### config.mk
export PLATFORM = sky130hd
export DESIGN_NAME = dma_chan_seq
export DESIGN_NICKNAME = d
export VERILOG_FILES = /design/src/rtl/dma_seq_pkg.sv /design/src/rtl/dma_seq_addr_step.sv /design/src/rtl/dma_seq_cfg.sv /design/src/rtl/dma_seq_fsm.sv /design/src/rtl/dma_chan_seq.sv
export SDC_FILE = /design/constraint.sdc
export NUM_CORES = 1
export LEC_CHECK = 0
export CAP_MARGIN = 20
export CORE_MARGIN = 5
export CORE_UTILIZATION = 55
export CTS_CLUSTER_SIZE = 16
export DETAILED_ROUTE_END_ITERATION = 10
export GPL_ROUTABILITY_DRIVEN = 0
export MAX_ROUTING_LAYER = met4
export PLACE_DENSITY = 0.95
export RECOVER_POWER = 50
export SYNTH_ARGS = -nofsm -noshare
export SYNTH_HDL_FRONTEND = slang
export SYNTH_SLANG_ARGS = --single-unit
### constraint.sdc
create_clock -name clk -period 8.4 [get_ports clk]
set_input_delay 1.26 -clock clk [delete_from_list [all_inputs] [get_ports clk]]
set_output_delay 1.26 -clock clk [all_outputs]
set_load 0.03 [all_outputs]
### src/rtl/dma_seq_pkg.sv
package dma_seq_pkg;

   localparam logic [1:0] SEL_SRC  = 2'd0;
   localparam logic [1:0] SEL_DST  = 2'd1;
   localparam logic [1:0] SEL_CNT  = 2'd2;
   localparam logic [1:0] SEL_CTRL = 2'd3;

   localparam int CB_EN    = 0;
   localparam int CB_END   = 1;
   localparam int CB_IE    = 2;
   localparam int CB_UNIT  = 3;
   localparam int CB_BURST = 5;
   localparam int CB_SMODE = 12;
   localparam int CB_DMODE = 14;

   typedef enum logic [1:0] {ST_IDLE, ST_RD, ST_WR} seq_state_e;

   typedef struct packed {
      logic [1:0] dst_mode;
      logic [1:0] src_mode;
      logic       burst;
      logic [1:0] unit;
      logic       irq_en;
      logic       done;
      logic       enable;
   } chan_cfg_t;

   function automatic logic [4:0] unit_bytes(input logic [1:0] code);
      case (code)
         2'd0:    return 5'd1;
         2'd1:    return 5'd2;
         2'd2:    return 5'd4;
         default: return 5'd16;
      endcase
   endfunction

endpackage

### src/rtl/dma_seq_addr_step.sv
module dma_seq_addr_step
   import dma_seq_pkg::*;
#(
   parameter int ADDR_W = 32
) (
   input  logic [ADDR_W-1:0] addr_i,
   input  logic [1:0]        mode_i,
   input  logic [1:0]        unit_i,
   output logic [ADDR_W-1:0] addr_o
);
   localparam int PAD_W = ADDR_W - 5;

   logic [ADDR_W-1:0] delta;
   assign delta = {{PAD_W{1'b0}}, unit_bytes(unit_i)};

   always_comb begin
      case (mode_i)
         2'd1:    addr_o = addr_i + delta;
         2'd2:    addr_o = addr_i - delta;
         default: addr_o = addr_i;
      endcase
   end
endmodule

### src/rtl/dma_seq_cfg.sv
module dma_seq_cfg
   import dma_seq_pkg::*;
#(
   parameter int REG_W = 32
) (
   input  logic             clk,
   input  logic             rst_n,
   input  logic             wr_en,
   input  chan_cfg_t        wr_cfg,
   input  logic             done_set,
   output chan_cfg_t        cfg,
   output logic [REG_W-1:0] ctrl_word
);
   chan_cfg_t cfg_nx;

   always_comb begin
      cfg_nx = cfg;
      if (wr_en) begin
         cfg_nx      = wr_cfg;
         cfg_nx.done = cfg.done & wr_cfg.done;
      end
      if (done_set) cfg_nx.done = 1'b1;
   end

   always_ff @(posedge clk or negedge rst_n) begin
      if (!rst_n) cfg <= '0;
      else        cfg <= cfg_nx;
   end

   always_comb begin
      ctrl_word                  = '0;
      ctrl_word[CB_EN]           = cfg.enable;
      ctrl_word[CB_END]          = cfg.done;
      ctrl_word[CB_IE]           = cfg.irq_en;
      ctrl_word[CB_UNIT +: 2]    = cfg.unit;
      ctrl_word[CB_BURST]        = cfg.burst;
      ctrl_word[CB_SMODE +: 2]   = cfg.src_mode;
      ctrl_word[CB_DMODE +: 2]   = cfg.dst_mode;
   end
endmodule

### src/rtl/dma_seq_fsm.sv
module dma_seq_fsm
   import dma_seq_pkg::*;
(
   input  logic       clk,
   input  logic       rst_n,
   input  logic       start,
   input  logic       chain,
   input  logic       last,
   input  logic       mem_ready,
   output seq_state_e state
);
   seq_state_e state_nx;

   always_comb begin
      state_nx = state;
      case (state)
         ST_IDLE: if (start) state_nx = ST_RD;
         ST_RD:   if (mem_ready) state_nx = ST_WR;
         ST_WR:   if (mem_ready) state_nx = (!last && chain) ? ST_RD : ST_IDLE;
         default: state_nx = ST_IDLE;
      endcase
   end

   always_ff @(posedge clk or negedge rst_n) begin
      if (!rst_n) state <= ST_IDLE;
      else        state <= state_nx;
   end
endmodule

### src/rtl/dma_chan_seq.sv
module dma_chan_seq
   import dma_seq_pkg::*;
#(
   parameter int ADDR_W = 32,
   parameter int CNT_W  = 24,
   parameter int REG_W  = 32
) (
   input  logic              clk,
   input  logic              rst_n,
   input  logic              reg_wr_en,
   input  logic [1:0]        reg_wr_sel,
   input  logic [REG_W-1:0]  reg_wr_data,
   input  logic              master_en,
   input  logic              xfer_req,
   output logic              mem_valid,
   input  logic              mem_ready,
   output logic              mem_write,
   output logic [ADDR_W-1:0] mem_addr,
   output logic [1:0]        mem_size,
   output logic [ADDR_W-1:0] src_addr_o,
   output logic [ADDR_W-1:0] dst_addr_o,
   output logic [CNT_W-1:0]  count_o,
   output logic [REG_W-1:0]  ctrl_o,
   output logic              irq
);
   localparam int N_PTR = 2;
   localparam logic [CNT_W-1:0] CNT_ONE = CNT_W'(1);

   if (ADDR_W < 8 || ADDR_W > REG_W) begin : g_bad_addr_w
      $error("dma_chan_seq: ADDR_W must lie in 8..REG_W");
   end
   if (CNT_W < 2 || CNT_W > REG_W) begin : g_bad_cnt_w
      $error("dma_chan_seq: CNT_W must lie in 2..REG_W");
   end
   if (REG_W < 16) begin : g_bad_reg_w
      $error("dma_chan_seq: REG_W must hold the 16 control bits");
   end

   chan_cfg_t  cfg, wr_cfg;
   seq_state_e state;
   logic       run_ok, unit_done, last;
   logic [CNT_W-1:0]  cnt_q;
   logic [ADDR_W-1:0] ptr_q  [N_PTR];
   logic [ADDR_W-1:0] ptr_nx [N_PTR];

   always_comb begin
      wr_cfg.enable   = reg_wr_data[CB_EN];
      wr_cfg.done     = reg_wr_data[CB_END];
      wr_cfg.irq_en   = reg_wr_data[CB_IE];
      wr_cfg.unit     = reg_wr_data[CB_UNIT +: 2];
      wr_cfg.burst    = reg_wr_data[CB_BURST];
      wr_cfg.src_mode = reg_wr_data[CB_SMODE +: 2];
      wr_cfg.dst_mode = reg_wr_data[CB_DMODE +: 2];
   end

   assign run_ok    = cfg.enable & master_en & ~cfg.done;
   assign last      = (cnt_q == CNT_ONE);
   assign unit_done = (state == ST_WR) & mem_ready;

   dma_seq_cfg #(.REG_W(REG_W)) u_cfg (
      .clk       (clk),
      .rst_n     (rst_n),
      .wr_en     (reg_wr_en && reg_wr_sel == SEL_CTRL),
      .wr_cfg    (wr_cfg),
      .done_set  (unit_done & last),
      .cfg       (cfg),
      .ctrl_word (ctrl_o)
   );

   dma_seq_fsm u_fsm (
      .clk       (clk),
      .rst_n     (rst_n),
      .start     (run_ok & xfer_req),
      .chain     (cfg.burst & run_ok),
      .last      (last),
      .mem_ready (mem_ready),
      .state     (state)
   );

   for (genvar g = 0; g < N_PTR; g++) begin : g_ptr
      localparam logic [1:0] MY_SEL = (g == 0) ? SEL_SRC : SEL_DST;

      dma_seq_addr_step #(.ADDR_W(ADDR_W)) u_step (
         .addr_i (ptr_q[g]),
         .mode_i ((g == 0) ? cfg.src_mode : cfg.dst_mode),
         .unit_i (cfg.unit),
         .addr_o (ptr_nx[g])
      );

      always_ff @(posedge clk or negedge rst_n) begin
         if (!rst_n)                                ptr_q[g] <= '0;
         else if (reg_wr_en && reg_wr_sel == MY_SEL) ptr_q[g] <= reg_wr_data[ADDR_W-1:0];
         else if (unit_done)                         ptr_q[g] <= ptr_nx[g];
      end
   end

   always_ff @(posedge clk or negedge rst_n) begin
      if (!rst_n)                                   cnt_q <= '0;
      else if (reg_wr_en && reg_wr_sel == SEL_CNT)  cnt_q <= reg_wr_data[CNT_W-1:0];
      else if (unit_done)                           cnt_q <= cnt_q - CNT_ONE;
   end

   assign mem_valid  = (state != ST_IDLE);
   assign mem_write  = (state == ST_WR);
   assign mem_addr   = (state == ST_WR) ? ptr_q[1] : ptr_q[0];
   assign mem_size   = cfg.unit;
   assign src_addr_o = ptr_q[0];
   assign dst_addr_o = ptr_q[1];
   assign count_o    = cnt_q;
   assign irq        = cfg.done & cfg.irq_en;
endmodule

# Word-level counts from Yosys, hierarchy flattened
# Cells that the tools add are included.
[word_totals] reg_bits=100 latchBits=0 mem_bits_rw=0 rom_bits=0 inputBits=40 output_inout_bits=157 mem_count=0
[op_classes] add_sub_neg=5 mul=0 div=0 n_lt_le_gt_ge=0 eq_ne=15 shift=0 n_mux=17 n_bitwise=9 reduce_logical=19
[ops] cell="32-bit two-way mux" count=5
[ops] cell="32-bit case mux with 2 select lines" count=2
[ops] cell="32-bit by 5-bit adder with 32-bit output" count=2
[ops] cell="32-bit by 5-bit subtractor with 32-bit output" count=2
[ops] cell="24-bit two-way mux" count=2
[ops] cell="24-bit by 1-bit == test with 1-bit output, second input constant" count=1
[ops] cell="24-bit by 1-bit subtractor with 24-bit output, second input constant" count=1
[ops] cell="5-bit case mux with 3 select lines" count=1
[ops] cell="2-bit == test, second input constant" count=6
[ops] cell="2-bit by 1-bit == test with 1-bit output, second input constant" count=5
[ops] cell="2-bit nonzero test" count=5
[ops] cell="1-bit AND" count=8
[ops] cell="2-bit two-way mux" count=4
[ops] cell="2-bit logical NOT" count=3
[ops] cell="2-bit case mux with 3 select lines" count=1
[ops] cell="3-bit nonzero test" count=2
[ops] cell="1-bit logical AND" count=5
[ops] cell="2-bit != test, second input constant" count=2
[ops] cell="2-bit AND reduction" count=2
[ops] cell="3-bit AND reduction" count=1
[ops] cell="1-bit two-way mux" count=2
[ops] cell="2-bit by 1-bit != test with 1-bit output, second input constant" count=1
[ops] cell="1-bit logical NOT" count=1
[ops] cell="1-bit NOT" count=1

# Depth between registers and ports, before layout
[logic_depth] word_depth=7 depth_mapped=15

# Modules after synthesis
# A second synthesis with hierarchy kept.
[unflattened] cells_unflattened=1240 hier_area_um2=9985.8
[by_module_without_submodules] module="dma_chan_seq" instances=1 cells_each=470 area_each_um2=4708.3 seq_area_each_um2=2202.1
[by_module_without_submodules] module="dma_seq_addr_step (g_ptr[1].u_step)" instances=1 cells_each=353 area_each_um2=2267.2 seq_area_each_um2=0.0
[by_module_without_submodules] module="dma_seq_addr_step (g_ptr[0].u_step)" instances=1 cells_each=352 area_each_um2=2263.4 seq_area_each_um2=0.0
[by_module_without_submodules] module="dma_seq_cfg" instances=1 cells_each=55 area_each_um2=654.4 seq_area_each_um2=250.2
[by_module_without_submodules] module="dma_seq_fsm" instances=1 cells_each=10 area_each_um2=92.6 seq_area_each_um2=50.0

# Worst setup path after synthesis
# OpenSTA, ideal clock, no wires.
[synth_timing] path_type="register -> register" from="register, netlist name u_cfg.cfg[8]" to="register ptr_q (netlist bit dst_addr_o[30])" setup_ns=0.099 arrival_time_ns=3.716 required_ns=8.301 path_slack_ns=4.585 path_stages_with_launch=15 n_path_buf=2 synth_period_minus_slack_ns=3.815 path_cell_list="dfrtp_1 > nand2b_1 > clkbuf_1 > inv_1 > ha_1 > clkbuf_1 > a21o_1 > o211ai_1 > o211ai_1 > o311a_1 > o211ai_1 > o21ai_1 > a221oi_1 > xor2_1 > a311oi_1"
[synth_between] elab_chain_len=4 elab_cells_between_ends=7 classes_between="eq/ne: 2; mux: 3; reduce/logical: 2"
[synth_lines] element="2-bit == test or 2-bit by 1-bit == test with 1-bit output (tied branches)" line="dma_seq_addr_step.sv:17" source="case (mode_i)"
[synth_lines] element="32-bit case mux with 2 select lines" line="dma_seq_addr_step.sv:17"
[synth_lines] element="32-bit two-way mux" line="dma_chan_seq.sv:93" source="else if (unit_done) ptr_q[g] <= ptr_nx[g];"
[synth_lines] element="32-bit two-way mux" line="dma_chan_seq.sv:92" source="else if (reg_wr_en && reg_wr_sel == MY_SEL) ptr_q[g] <= reg_wr_data[ADDR_W-1:0];"
[synth_lines] element="to (signal, indexed assignment)" line="dma_chan_seq.sv:92"
[synth_lines] element="to (signal, indexed assignment)" line="dma_chan_seq.sv:93"
[synth_lines] element="to (decl)" line="dma_chan_seq.sv:43" source="logic [ADDR_W-1:0] ptr_q [N_PTR];"
# Several ways; a longest one is shown, not always the timed one. The select of a mux whose other input is x is not followed.
# A chain may end at the register's enable or synchronous reset.

# Final worst setup path
[layout_timing] from="register, netlist name u_cfg.cfg[8]" to="register ptr_q (netlist bit dst_addr_o[30])"
[layout_between] elab_chain_len=4 elab_cells_between_ends=7 classes_between="eq/ne: 2; mux: 3; reduce/logical: 2"
[layout_lines] element="2-bit == test or 2-bit by 1-bit == test with 1-bit output (tied branches)" line="dma_seq_addr_step.sv:17"
[layout_lines] element="32-bit case mux with 2 select lines" line="dma_seq_addr_step.sv:17"
[layout_lines] element="32-bit two-way mux" line="dma_chan_seq.sv:93"
[layout_lines] element="32-bit two-way mux" line="dma_chan_seq.sv:92"
# Several ways; a longest one is shown, not always the timed one. The select of a mux whose other input is x is not followed.

==> results.py <==
metrics = {
    "cts": {
        "cts_setup_buffers": 0,
        "clock_latency_ps": 360,
        "postCtsHoldBufs": 0,
        "clock-root-buffer": "clkbuf_16",
        "cts.sinks": 100,
        "cts_tree": "yes",
        "numCtsBuffers": 9,
        "ctsResizeCount": 0,
        "path_clk_slew_ps": 80,
        "h-tree-depth": 3,
        "clock_path_buffers": 2,
    },
    "logic_synthesis": {
        "ys_warn_count": 0,
        "synth_edf_count": 0,
        "yosysTopAreaCellShare_pct": 29.5,
        "synth.avg_cell_area_um2": 8.19,
        "synth.area.top_cells": "dfrtp_1, ha_1, a21oi_1, mux2_2, xnor2_1",
        "syn-cell-area_mm2": 0.00849,
        "syn_inst": 1037,
        "yosys_register_bits": 100,
        "ys.flop_type": "dfrtp_1",
        "yosysUniqueCellTypes": 67,
        "yosys.area.top_type": "dfrtp_1",
        "synthArstFlopShare_pct": 100,
        "yosysSeqAreaShare_pct": 29.5,
    },
    "grt": {
        "grt_pass1_vias": 8122,
        "grt_pass1_wl_um": 42600,
        "grt_start_max_net_pins": 80,
        "grt_use_total_pct": 30.2,
        "gr-total-overflow": 0,
        "antenna_found_initial": 0,
    },
    "critical_path": {
        "worstSetupPathType": "register to register",
        "worst_r2r_endpoint": "dst_addr_o[30]",
        "required_ps": 8660,
        "r2r_start": "u_cfg.cfg[8]",
        "cp_max_fo": 26,
        "crit_arrival_ps": 4480,
        "start_kind": "register",
        "endpoint_kind": "register",
        "r2r_slack_ps": 4190,
        "reg2reg_depth": 13,
    },
    "die": {
        "die_area_mm2": 0.0180,
        "rows": 45,
        "die_y_um": 134,
        "die_width_um": 134,
        "start_util_pct": 56.1,
        "coreArea_mm2": 0.0151,
        "num_io_pins": 197,
    },
    "detailed_routing": {
        "ant_nets": 0,
        "totalWireLength_um": 27100,
        "highest_layer": "met4",
        "route.met2.wl_um": 12600,
        "drt_iter0_drc": 750,
        "route.vias.total": 8571,
        "routed_via_density": 6.25,
        "wl_met3_um": 2450,
        "wl_met1_um": 10500,
        "drc": 0,
        "drtPass1Iterations": 5,
        "wire_per_inst_um": 19.7,
    },
    "power": {
        "p_clk_share_pct": 11.9,
        "combPwrFrac_pct": 64.9,
        "leakage_nw": 4.52,
        "p_int_mw": 1.88,
        "irDropWorstVdd_v": 0.000277,
        "seq_power_share_pct": 23.2,
        "power.net_switching_mw": 1.85,
        "powerDensity_mw_per_mm2": 353,
        "sw_frac_of_total_pct": 49.6,
    },
    "sta": {
        "skew_ps": 10.6,
        "fmax_ghz": 0.237,
        "fin_tns_setup_ps": 0,
        "relSlewSlack_pct": -30.5,
        "setup_viol_count_final": 0,
        "finalCritPeriodShare_pct": 50.2,
        "slew_viol_final": 48,
        "fin_crit_ps": 4210,
        "hold_viol_final": 0,
        "worst_pin_slew_ps": 1960,
        "rsz0062_at_grt": "false",
    },
    "worst_hold_path": {
        "min_to": "u_fsm.state[1]",
        "min_path_cells": 1,
        "worstHoldStart": "u_fsm.state[1]",
        "hp-class": "register to register",
    },
    "layout": {
        "drive_gt1_share_pct": 7.52,
        "fillers": 1137,
        "multi_input_area_mm2": 0.00562,
        "layout.nets": 1285,
        "area.growth.synth_to_final_pct": 24.2,
        "n_antenna_cell": 0,
        "final_core_utilization_pct": 69.6,
        "regArea_mm2": 0.00250,
    },
    "placed_design": {
        "dp_hpwl_um": 20600,
        "port_buffers": 174,
    },
    "job": {
        "drv_cap": 1,
    },
    "outcome": {
        "failed_checks": "capacitance limit, slew limit",
        "run_status": "complete, but fails checks",
    },
}
-- sequential cells by signal, indices dropped and copies added, names as in the netlist --
signal	cells
count_o	24
dst_addr_o	32
src_addr_o	32
u_cfg.cfg	10
u_fsm.state	2
-- power by group through the flow --
stage | logic, mW | registers, mW | clock network (mW)
finish | 2.42 | 0.865 | 0.444
global route | 2.61 | 0.880 | 0.465
CTS | 2.42 | 0.860 | 0.444
detailed placement | 2.40 | 0.865 | 0
global placement | 2.35 | 0.861 | 0
floorplan | 1.41 | 1.06 | 0
-- metal layers --
metal / global-route usage (%) / vias to the layer above
li1: - / 3991
met1: 36.7 / 3956
met2: 48.2 / 507
met3: 5.55 / 117
met4: 15.6 / 0
met5: - / -
-- worst max-delay path: stages, from the launching register on --
cell,delay (ps)
dfrtp_1,410
nand2b_1,310
inv_1,730
ha_1,450
a21oi_1,190
o21ai_0,110
a31oi_1,200
a211oi_1,140
o311a_1,330
o211ai_1,300
o21ai_1,160
a221oi_1,400
xor2_1,120
a311oi_1,280
-- how the worst max path moves through the flow --
stage | from | end | depth (start not counted)
3_5_place_dp | u_cfg.cfg[8] | dst_addr_o[30] | 12
4_1_cts | u_cfg.cfg[8] | dst_addr_o[30] | 13
2_1_floorplan | u_cfg.cfg[8] | dst_addr_o[30] | 14
5_1_grt | u_cfg.cfg[8] | dst_addr_o[30] | 13
3_3_place_gp | u_cfg.cfg[8] | dst_addr_o[30] | 13
6_report | u_cfg.cfg[8] | dst_addr_o[30] | 13
-- layout make-up --
| class | instances | share of cell area [%] |
|---|---|---|
| clock inverters | 6 | 0.735 |
| repair buffers | 181 | 17.1 |
| well taps | 188 | 2.23 |
| multi-input cells | 867 | 53.3 |
| inverters | 20 | 0.712 |
| clock buffers | 10 | 2.27 |
| flip-flops and latches | 100 | 23.7 |
-- cells by family after synthesis --
family / synth area share [%]
multiplexers: 5.81
AND/OR/NAND/NOR: 18.2
adder cells (fa/ha/maj): 9.90
AO/OA/AOI/OAI: 23.2
other: 0.0442
XOR/XNOR: 7.94
buffers and inverters: 5.48
flip-flops: 29.5
-- cell usage after synthesis (5+ instances only) --
cell type  instances
o211ai_1           9
nand3_1           24
nor2b_1            5
nor2_1           110
clkbuf_1          42
buf_4             24
nand2b_1          10
xor2_1            23
a211oi_1           7
dfrtp_1          100
nor4_1             9
a21o_1            28
o21ai_0           74
nor3_1            16
o21bai_1          12
nand2_1          105
o22ai_1            5
a21oi_1          131
inv_1             20
ha_1              64
mux2_2            42
xnor2_1           54
a31oi_1           15
and3_1            18
nand4_1           11
-- placed cells by master, fill, tap and decap left out, types with 20 or more instances in the layout --
master           instances
a21oi_1                131
nand3_1                 24
o21ai_0                 74
xnor2_1                 54
a21o_1                  28
inv_1                   20
dfrtp_1                100
nand2_1                105
dlygate4sd3_1           55
clkdlybuf4s50_1        118
conb_1                  22
xor2_1                  23
nor2_1                 109
ha_1                    64
mux2_2                  42
-- through the flow --
step / worst slack [ps] / power [mW] / hold WS (ps) / cells / instance area [µm²]
floorplan: 4580 / 2.47 / 447 / 1058 / 8570
global placement: 4470 / 3.21 / 488 / 1355 / 10200
detailed placement: 4310 / 3.27 / 505 / 1355 / 10200
CTS: 4260 / 3.73 / 517 / 1371 / 10500
global route: 3820 / 3.95 / 540 / 1372 / 10500
finish: 4190 / 3.73 / 524 / 1372 / 10500
(Power assumes the default switching activity.)
